<file path="config.mk">
export PLATFORM = sky130hd
export DESIGN_NAME = async_rx
export DESIGN_NICKNAME = d
export VERILOG_FILES = /design/src/rtl/async_rx_pkg.sv /design/src/rtl/async_rx_sync.sv /design/src/rtl/async_rx_framer.sv /design/src/rtl/async_rx_status.sv /design/src/rtl/async_rx.sv
export SDC_FILE = /design/constraint.sdc
export NUM_CORES = 1
export LEC_CHECK = 0
export BUFFER_PORTS_ARGS = -buffer_cell sky130_fd_sc_hd__buf_2
export CELL_PAD_IN_SITES_DETAIL_PLACEMENT = 1
export CELL_PAD_IN_SITES_GLOBAL_PLACEMENT = 1
export CORE_MARGIN = 2
export CORE_UTILIZATION = 49
export CTS_BUF_LIST = sky130_fd_sc_hd__clkbuf_2
export DETAILED_ROUTE_END_ITERATION = 8
export HOLD_SLACK_MARGIN = 0.12
export PLACE_DENSITY_LB_ADDON = 0.1
export SLEW_MARGIN = 40
export SYNTH_ARGS = -nofsm -noshare
export SYNTH_HDL_FRONTEND = slang
export SYNTH_SLANG_ARGS = --single-unit
</file>
<file path="constraint.sdc">
create_clock -name clk -period 3.2 [get_ports clk]
set_input_delay 0.48 -clock clk [delete_from_list [all_inputs] [get_ports clk]]
set_output_delay 0.48 -clock clk [all_outputs]
set_load 0.02 [all_outputs]
</file>
<file path="src/rtl/async_rx_pkg.sv">
package async_rx_pkg;
  typedef enum logic [2:0] {
    RX_IDLE, RX_START, RX_DATA, RX_PAR, RX_STOP1, RX_STOP2
  } rx_state_e;

  typedef struct packed {
    logic par_bad;
    logic stop_bad;
  } frame_chk_t;

  localparam int unsigned ERR_OVR = 0;
  localparam int unsigned ERR_FRM = 1;
  localparam int unsigned ERR_PAR = 2;
endpackage

</file>
<file path="src/rtl/async_rx_sync.sv">
module async_rx_sync #(
  parameter int unsigned STAGES = 2
) (
  input  logic clk,
  input  logic rst_n,
  input  logic d_in,
  output logic d_out
);
  logic [STAGES-1:0] chain;

  generate
    for (genvar g = 0; g < STAGES; g++) begin : g_stage
      if (g == 0) begin : g_first
        always_ff @(posedge clk or negedge rst_n)
          if (!rst_n) chain[g] <= 1'b1;
          else        chain[g] <= d_in;
      end else begin : g_next
        always_ff @(posedge clk or negedge rst_n)
          if (!rst_n) chain[g] <= 1'b1;
          else        chain[g] <= chain[g-1];
      end
    end
  endgenerate

  assign d_out = chain[STAGES-1];
endmodule

</file>
<file path="src/rtl/async_rx_framer.sv">
module async_rx_framer
  import async_rx_pkg::*;
#(
  parameter int unsigned DATA_W = 8,
  parameter int unsigned OSR    = 16
) (
  input  logic              clk,
  input  logic              rst_n,
  input  logic              tick,
  input  logic              rx_s,
  input  logic              hold,
  input  logic              cfg_short,
  input  logic              cfg_par_en,
  input  logic              cfg_par_odd,
  input  logic              cfg_two_stop,
  output logic              done,
  output logic [DATA_W-1:0] word,
  output frame_chk_t        chk
);
  localparam int unsigned CNT_W = $clog2(2 * OSR);
  localparam int unsigned IDX_W = $clog2(DATA_W);
  localparam logic [CNT_W-1:0] MID   = CNT_W'(OSR / 2 - 1);
  localparam logic [CNT_W-1:0] LAST  = CNT_W'(OSR - 1);
  localparam logic [CNT_W-1:0] TAIL  = CNT_W'(OSR + OSR / 2 - 1);
  localparam logic [IDX_W-1:0] IDX_F = IDX_W'(DATA_W - 1);
  localparam logic [IDX_W-1:0] IDX_S = IDX_W'(DATA_W - 2);

  rx_state_e         state;
  logic [CNT_W-1:0]  cnt;
  logic [IDX_W-1:0]  idx;
  logic [DATA_W-1:0] shreg;
  logic              par_bit;
  logic              stop_bad;
  logic [IDX_W-1:0]  idx_last;
  logic              at_centre;

  assign idx_last  = cfg_short ? IDX_S : IDX_F;
  assign at_centre = (cnt == LAST);

  always_ff @(posedge clk or negedge rst_n) begin
    if (!rst_n) begin
      state    <= RX_IDLE;
      cnt      <= '0;
      idx      <= '0;
      shreg    <= '0;
      par_bit  <= 1'b0;
      stop_bad <= 1'b0;
      done     <= 1'b0;
    end else begin
      done <= 1'b0;
      if (tick) begin
        cnt <= cnt + 1'b1;
        unique case (state)
          RX_IDLE: begin
            cnt <= '0;
            if (!hold && !rx_s) state <= RX_START;
          end
          RX_START: begin
            if (cnt == MID) begin
              cnt <= '0;
              idx <= '0;
              state <= rx_s ? RX_IDLE : RX_DATA;
            end
          end
          RX_DATA: begin
            if (at_centre) begin
              cnt   <= '0;
              shreg <= {rx_s, shreg[DATA_W-1:1]};
              if (idx == idx_last) state <= cfg_par_en ? RX_PAR : RX_STOP1;
              else                 idx   <= idx + 1'b1;
            end
          end
          RX_PAR: begin
            if (at_centre) begin
              cnt     <= '0;
              par_bit <= rx_s;
              state   <= RX_STOP1;
            end
          end
          RX_STOP1: begin
            if (at_centre) begin
              cnt      <= '0;
              stop_bad <= ~rx_s;
              done     <= 1'b1;
              state    <= cfg_two_stop ? RX_STOP2 : RX_IDLE;
            end
          end
          RX_STOP2: begin
            if (cnt == TAIL) begin
              cnt   <= '0;
              state <= RX_IDLE;
            end
          end
          default: state <= RX_IDLE;
        endcase
      end
    end
  end

  assign word         = cfg_short ? {1'b0, shreg[DATA_W-1:1]} : shreg;
  assign chk.par_bad  = cfg_par_en && ((^word ^ par_bit) != cfg_par_odd);
  assign chk.stop_bad = stop_bad;
endmodule

</file>
<file path="src/rtl/async_rx_status.sv">
module async_rx_status
  import async_rx_pkg::*;
#(
  parameter int unsigned DATA_W = 8
) (
  input  logic              clk,
  input  logic              rst_n,
  input  logic              done,
  input  logic [DATA_W-1:0] word,
  input  frame_chk_t        chk,
  input  logic              rd_ready,
  input  logic [2:0]        err_clr,
  input  logic              irq_en,
  output logic [DATA_W-1:0] rd_data,
  output logic              rd_valid,
  output logic [2:0]        errs,
  output logic              hold,
  output logic              irq_rx,
  output logic              irq_err
);
  always_ff @(posedge clk or negedge rst_n) begin
    if (!rst_n) begin
      rd_data  <= '0;
      rd_valid <= 1'b0;
      errs     <= '0;
    end else begin
      if (rd_valid && rd_ready) rd_valid <= 1'b0;
      errs <= errs & ~err_clr;
      if (done) begin
        if (rd_valid) begin
          errs[ERR_OVR] <= 1'b1;
        end else begin
          rd_data <= word;
          if (chk.par_bad)  errs[ERR_PAR] <= 1'b1;
          if (chk.stop_bad) errs[ERR_FRM] <= 1'b1;
          if (!chk.par_bad && !chk.stop_bad) rd_valid <= 1'b1;
        end
      end
    end
  end

  assign hold    = |errs;
  assign irq_rx  = irq_en & rd_valid;
  assign irq_err = irq_en & (|errs);
endmodule

</file>
<file path="src/rtl/async_rx.sv">
module async_rx
  import async_rx_pkg::*;
#(
  parameter int unsigned DATA_W      = 8,
  parameter int unsigned OSR         = 16,
  parameter int unsigned SYNC_STAGES = 2
) (
  input  logic              clk,
  input  logic              rst_n,
  input  logic              tick,
  input  logic              rx_line,
  input  logic              cfg_short,
  input  logic              cfg_par_en,
  input  logic              cfg_par_odd,
  input  logic              cfg_two_stop,
  input  logic              irq_en,
  output logic [DATA_W-1:0] rd_data,
  output logic              rd_valid,
  input  logic              rd_ready,
  input  logic [2:0]        err_clr,
  output logic              err_overrun,
  output logic              err_frame,
  output logic              err_parity,
  output logic              irq_rx,
  output logic              irq_err
);
  logic              rx_s;
  logic              hold;
  logic              done;
  logic [DATA_W-1:0] word;
  frame_chk_t        chk;
  logic [2:0]        errs;

  async_rx_sync #(.STAGES(SYNC_STAGES)) u_sync (
    .clk(clk), .rst_n(rst_n), .d_in(rx_line), .d_out(rx_s)
  );

  async_rx_framer #(.DATA_W(DATA_W), .OSR(OSR)) u_framer (
    .clk(clk), .rst_n(rst_n), .tick(tick), .rx_s(rx_s), .hold(hold),
    .cfg_short(cfg_short), .cfg_par_en(cfg_par_en), .cfg_par_odd(cfg_par_odd),
    .cfg_two_stop(cfg_two_stop), .done(done), .word(word), .chk(chk)
  );

  async_rx_status #(.DATA_W(DATA_W)) u_status (
    .clk(clk), .rst_n(rst_n), .done(done), .word(word), .chk(chk),
    .rd_ready(rd_ready), .err_clr(err_clr), .irq_en(irq_en),
    .rd_data(rd_data), .rd_valid(rd_valid), .errs(errs), .hold(hold),
    .irq_rx(irq_rx), .irq_err(irq_err)
  );

  assign err_overrun = errs[ERR_OVR];
  assign err_frame   = errs[ERR_FRM];
  assign err_parity  = errs[ERR_PAR];
endmodule

</file>
# Word level (Yosys, flattened, before mapping)
# Index checks and enable logic that the tools add are counted.
totals:
  reg_bits: 36
  elab_cells: 91
op_classes:
  n_mux: 33
  bitwise: 7
  n_addsub: 2
  reduce_logical: 19
  eq_ne: 18
ops:
  columns: ["op", "n"]
  rows:
  - ["3-bit 2-to-1 mux", 13]
  - ["5-bit one-hot mux with 4 select lines", 1]
  - ["3-bit one-hot mux with 6 select lines", 1]
  - ["5-bit 2-to-1 mux", 3]
  - ["2-bit by 1-bit != test with 1-bit output (second input constant)", 7]
  - ["1-bit 2-to-1 mux", 11]
  - ["3-bit AND reduction", 3]
  - ["8-bit 2-to-1 mux", 1]
  - ["8-bit AND reduction", 1]
  - ["8-bit parity", 1]
  - ["3-bit by 2-bit == test with 1-bit output (second input constant)", 2]
  - ["3-bit == test (second input constant)", 2]
  - ["3-bit one-hot mux with 2 select lines", 1]
  - ["3-bit OR reduction", 2]
  - ["5-bit by 1-bit adder with 5-bit output (second input constant)", 1]
  - ["5-bit by 3-bit == test with 1-bit output (second input constant)", 1]
  - ["5-bit by 4-bit == test with 1-bit output (second input constant)", 1]
  - ["5-bit == test (second input constant)", 1]
  - ["5-bit AND reduction", 1]
  - ["1-bit logical AND", 4]
  - ["1-bit logical NOT", 4]
  - ["2-bit 2-to-1 mux", 2]
  - ["3-bit by 1-bit adder with 3-bit output (second input constant)", 1]
  - ["3-bit AND", 1]
  - ["11 further kinds", 13]

# Logic depth before layout (Yosys ltp)
logic_depth:
  ltp_word: 10
  depth_mapped: 10
  mapped_depth_nobuf: 9

# Hierarchy
# From an unflattened synthesis, not the netlist that was laid out.
hier_totals:
  hier_cells: 179
  hier_area_um2: 1983.2
modules_own_cells:
  columns: ["mod", "seq_area_each_um2", "cells_per_inst", "n_inst", "area_per_inst_um2"]
  rows:
  - ["async_rx_framer", 550.5, 142, 1, 1417.6]
  - ["async_rx_status", 300.3, 35, 1, 513.0]
  - ["async_rx_sync", 52.6, 2, 1, 52.6]

# Worst setup path after synthesis
# Ideal clock, no wire load.
synth_timing:
  path_kind: "register -> register"
  from: "reg u_framer.cnt[0]"
  to: "reg u_framer.state[0]"
  setup_ns: 0.079
  arrival_time_ns: 1.946
  path_stages_with_launch: 10
  slack_ns: 1.174
  path_cell_list: "dfrtp_1 ha_1 nand3_1 inv_1 ha_1 clkbuf_1 nor2b_1 a2111o_1 o211ai_1 mux2i_1"
synth_via:
  elab_chain_cells: 3
  word_cells_on_any_way: 9
synth_rtl:
  columns: ["element", "line", "rtl"]
  rows:
  - ["from (decl)", "async_rx_framer.sv:29", "logic [CNT_W-1:0] cnt;"]
  - ["from (signal assigned)", "async_rx_framer.sv:52", "cnt <= cnt + 1'b1;"]
  - ["5-bit == test, or another cell as far along", "async_rx_framer.sv:89", "if (cnt == TAIL) begin"]
  - ["2-bit by 1-bit != test with 1-bit output (no line)", null, null]
  - ["8-bit AND reduction (no line) *", null, null]
  - ["to (signal assigned)", "async_rx_framer.sv:62", "state <= rx_s ? RX_IDLE : RX_DATA;"]
  - ["to (signal assigned)", "async_rx_framer.sv:69", "if (idx == idx_last) state <= cfg_par_en ? RX_PAR : RX_STOP1;"]
  - ["to (signal assigned)", "async_rx_framer.sv:85", "state <= cfg_two_stop ? RX_STOP2 : RX_IDLE;"]
  - ["to (decl)", "async_rx_framer.sv:28", "rx_state_e state;"]
# Every way passes the cells marked *; elsewhere a longest branch is shown, timed or not.
# A chain may end at the register's enable or synchronous reset.

# Final worst setup path
layout_timing:
  from: "reg u_framer.cnt[0]"
  to: "reg u_framer.cnt[3]"
layout_via:
  elab_chain_cells: 3
  word_cells_on_any_way: 8
layout_rtl:
  columns: ["element", "line", "rtl"]
  rows:
  - ["5-bit by 1-bit adder with 5-bit output, or another cell as far along", "async_rx_framer.sv:52", null]
  - ["5-bit 2-to-1 mux, on equally long branches", null, null]
  - ["5-bit one-hot mux with 4 select lines *", "async_rx_framer.sv:53", "unique case (state)"]
# Marks and branches as above.

==> qor.csv <==
metric,value,unit
final worst clock skew,0.01780,ns
CP arrival,2.58,ns
Final #Nets,232,
Post-Synth Simple-Gate Area,13.18,%
Max IR drop VDD,330.8,uV
sequential share of the synthesized area,47.10,%
DP Area,0.002068,mm^2
CP Cell Sequence,"ha_1, nand3_1, inv_1, ha_1, nor2b_1, a31oi_1, o211ai_1, o21ai_0, a21o_1",
Worst path most repeated cell,ha_1,
initial antenna violation count,0,
Post-DRT Antenna Nets,0,
Fmax,438.4,MHz
core area,0.003716,mm^2
syn avg cell area,10.10,um^2
post-synth top area cell,dfrtp_1,
Synth Net Count,207,
RSZ-0062 raised after global routing,false,
top_reg_cell synth,dfrtp_1,
measured slew at the worst slew-check pin,0.5580,ns
largest cells by area after synthesis,"dfrtp_1, mux2i_1, mux2_2",
Synth Instances,190,
number of core rows,22,
# port buffers,26,
io pins,27,
# clock sinks,36,
crit path max-delay cell type,dfrtp_1,
vias in the first global route,1583,
DRC errors left,0,
synth warn,0,
CP Class,reg2reg,
R2R setup slack,0.92,ns
die area,0.004431,mm^2
"Req. time, crit path",3.50,ns
H-tree level count,2,
first-pass GRT wire length,7.479,mm
Hold WC Path Type,in2reg,
Final setup viols,0,
Netlist cell types,45,
CP max stage delay,0.39,ns
post-synthesis compound-gate area fraction,15.59,%
Sum Neg Setup Slack,0,ns
Root Buffer,clkbuf_2,
largest net degree at the start of global routing,37,
post-route minimum period,2.281,ns
TritonCTS clock tree,yes,
final hold vios,0,
outcome,completed,
Max Cap Viol,0,
later-pin clock latency in the skew report,0.40,ns
Critical Path Source Type,flip-flop,
list of most frequent post-synthesis cells,"dfrtp_1, nand2_1, o21ai_0",
Min Hold Slack,0.2288,ns
detailed-route via count,1512,
mux cell area share after synthesis,11.02,%
drt via density,5.727,
Crit Path Max Fanout,9,
main combinational cell family by area after synthesis,compound AO/OA/AOI/OAI gates,
cell with the most instances after synthesis,dfrtp_1,
max-slew violations,0,
critical path endpoint category,flip-flop,
adder-cell share of the synthesized area,2.609,%
Post-DP HPWL,3.249,mm
gr ovfl total,0,
Initial Util,51.62,%
drt first pass iters,4,
Worst slew margin,62.80,%
Final Instance Area,0.002135,mm^2
Leakage,1.061,nW
Layout area overhead,11.29,%
number of synthesized flops with an enable pin,0,
layout cells sized above 1,21.76,%
final WL,4.401,mm
postcts setup bufs,0,
period utilization,71.29,%
asr flop ratio synth,100.0,%
synthesized area,0.001918,mm^2
die height,66.57,um
DR WL/cell,16.67,um
PwrDens,539.2,mW/mm^2
final RePlAce weighted congestion,0.8067,
Yosys reg bits,36,
antenna diode count,0,
Die W,66.57,um
DRC marker count from the first detailed-route iteration,119,
Num CTS Buffers,5,
CTS Buffer Depth,2,
gr usage total,22.60,%
clock-pin slew on the worst setup and hold paths,0.20,ns
area share of the largest cell type after synthesis,44.36,%
Synth Area in XOR/XNOR,5.088,%
-- flip-flops by register name, indices dropped and copies added, names as in the netlist --
name               cells
u_framer.idx           3
u_framer.par_bit       1
u_status.rd_valid      1
u_sync.d_out           1
u_framer.state         3
u_framer.shreg         8
u_framer.stop_bad      1
u_framer.cnt           5
u_sync.chain           1
u_status.rd_data       8
u_framer.done          1
u_status.errs          3
-- placed cells by master, fill, tap and decap left out, types with 3 or more instances in the layout --
cell,count
a21oi_1,9
nor2_1,8
clkbuf_2,7
nand4_1,3
mux2_2,9
nor2b_1,3
ha_1,4
mux2i_1,11
inv_1,17
nand2_1,18
dfrtp_1,34
nand3_1,3
o21ai_0,18
buf_2,25
o22ai_1,3
xnor2_1,4
-- worst paths after layout --
kind                                        startpoint                          end  depth (start not counted)
max                        u_framer.cnt[0]$_DFFE_PN0P_  u_framer.cnt[3]$_DFFE_PN0P_                          9
min                                         err_clr[1]   u_status.errs[1]$_DFF_PN0_                          2
max reg2reg                u_framer.cnt[0]$_DFFE_PN0P_  u_framer.cnt[3]$_DFFE_PN0P_                          9
min reg2reg                  u_sync.chain[0]$_DFF_PN1_       u_sync.d_out$_DFF_PN1_                          0
max in group asynchronous                        rst_n    u_sync.chain[0]$_DFF_PN1_                          2
min in group asynchronous                        rst_n      u_framer.done$_DFF_PN0_                          2
-- cell families after synthesis --
logic type,after synthesis
compound gates,46
xor+xnor,8
fa+ha+maj,4
buf+inv,27
flops,36
mux,20
simple gates,49
-- final cells by class --
| type | instances | area (um^2) |
|---|---|---|
| Fill cell | 451 | 1582 |
| Multi-Input combinational cell | 127 | 910.9 |
| Sequential cell | 36 | 903.4 |
| Timing Repair Buffer | 28 | 152.6 |
| Inverter | 17 | 63.81 |
| Tap cell | 48 | 60.06 |
| Clock buffer | 7 | 35.03 |
| Clock inverter | 1 | 8.758 |
-- through the flow --
| stage | total power [mW] | setup slack [ns] | instances | utilization [%] |
|---|---|---|---|---|
| after global placement | 0.8996 | 1.144 | 254 | 55.66 |
| after detailed placement | 0.9314 | 0.9617 | 254 | 55.66 |
| final | 1.151 | 0.9188 | 264 | 57.44 |
| after global routing | 1.228 | 0.6786 | 264 | 57.44 |
| after floorplan | 0.8304 | 1.174 | 190 | - |
| after CTS | 1.154 | 0.9310 | 262 | 56.84 |
-- critical path, delay by kind of cell, from the launching register on --
kind                       cells  cell delay [ns]
and+or+nand+nor                2             0.41
buffers and inverters          1             0.08
AOI/OAI and AO/OA              4             0.79
DFF                            1             0.39
adders and majority gates      2             0.53
-- repair_timing --
action                                 in CTS  in global routing
endpoints found under the hold margin       0                 35
resized for setup                           0                  0
hold buffers                                0                  2
-- power by group --
part	total, mW	internal [mW]	switching (mW)
clock	0.220	0.0623	0.158
sequential	0.606	0.509	0.0972
combinational	0.325	0.146	0.179
-- per-layer routing --
layer  GRT usage (%)  part of all wire [%]
met3           6.250                   3.2
met4           5.357                  0.98
met2           39.38                    52
met1           27.67                    44
met5               0                     0
No activity file was read; power rests on OpenSTA's default activity.
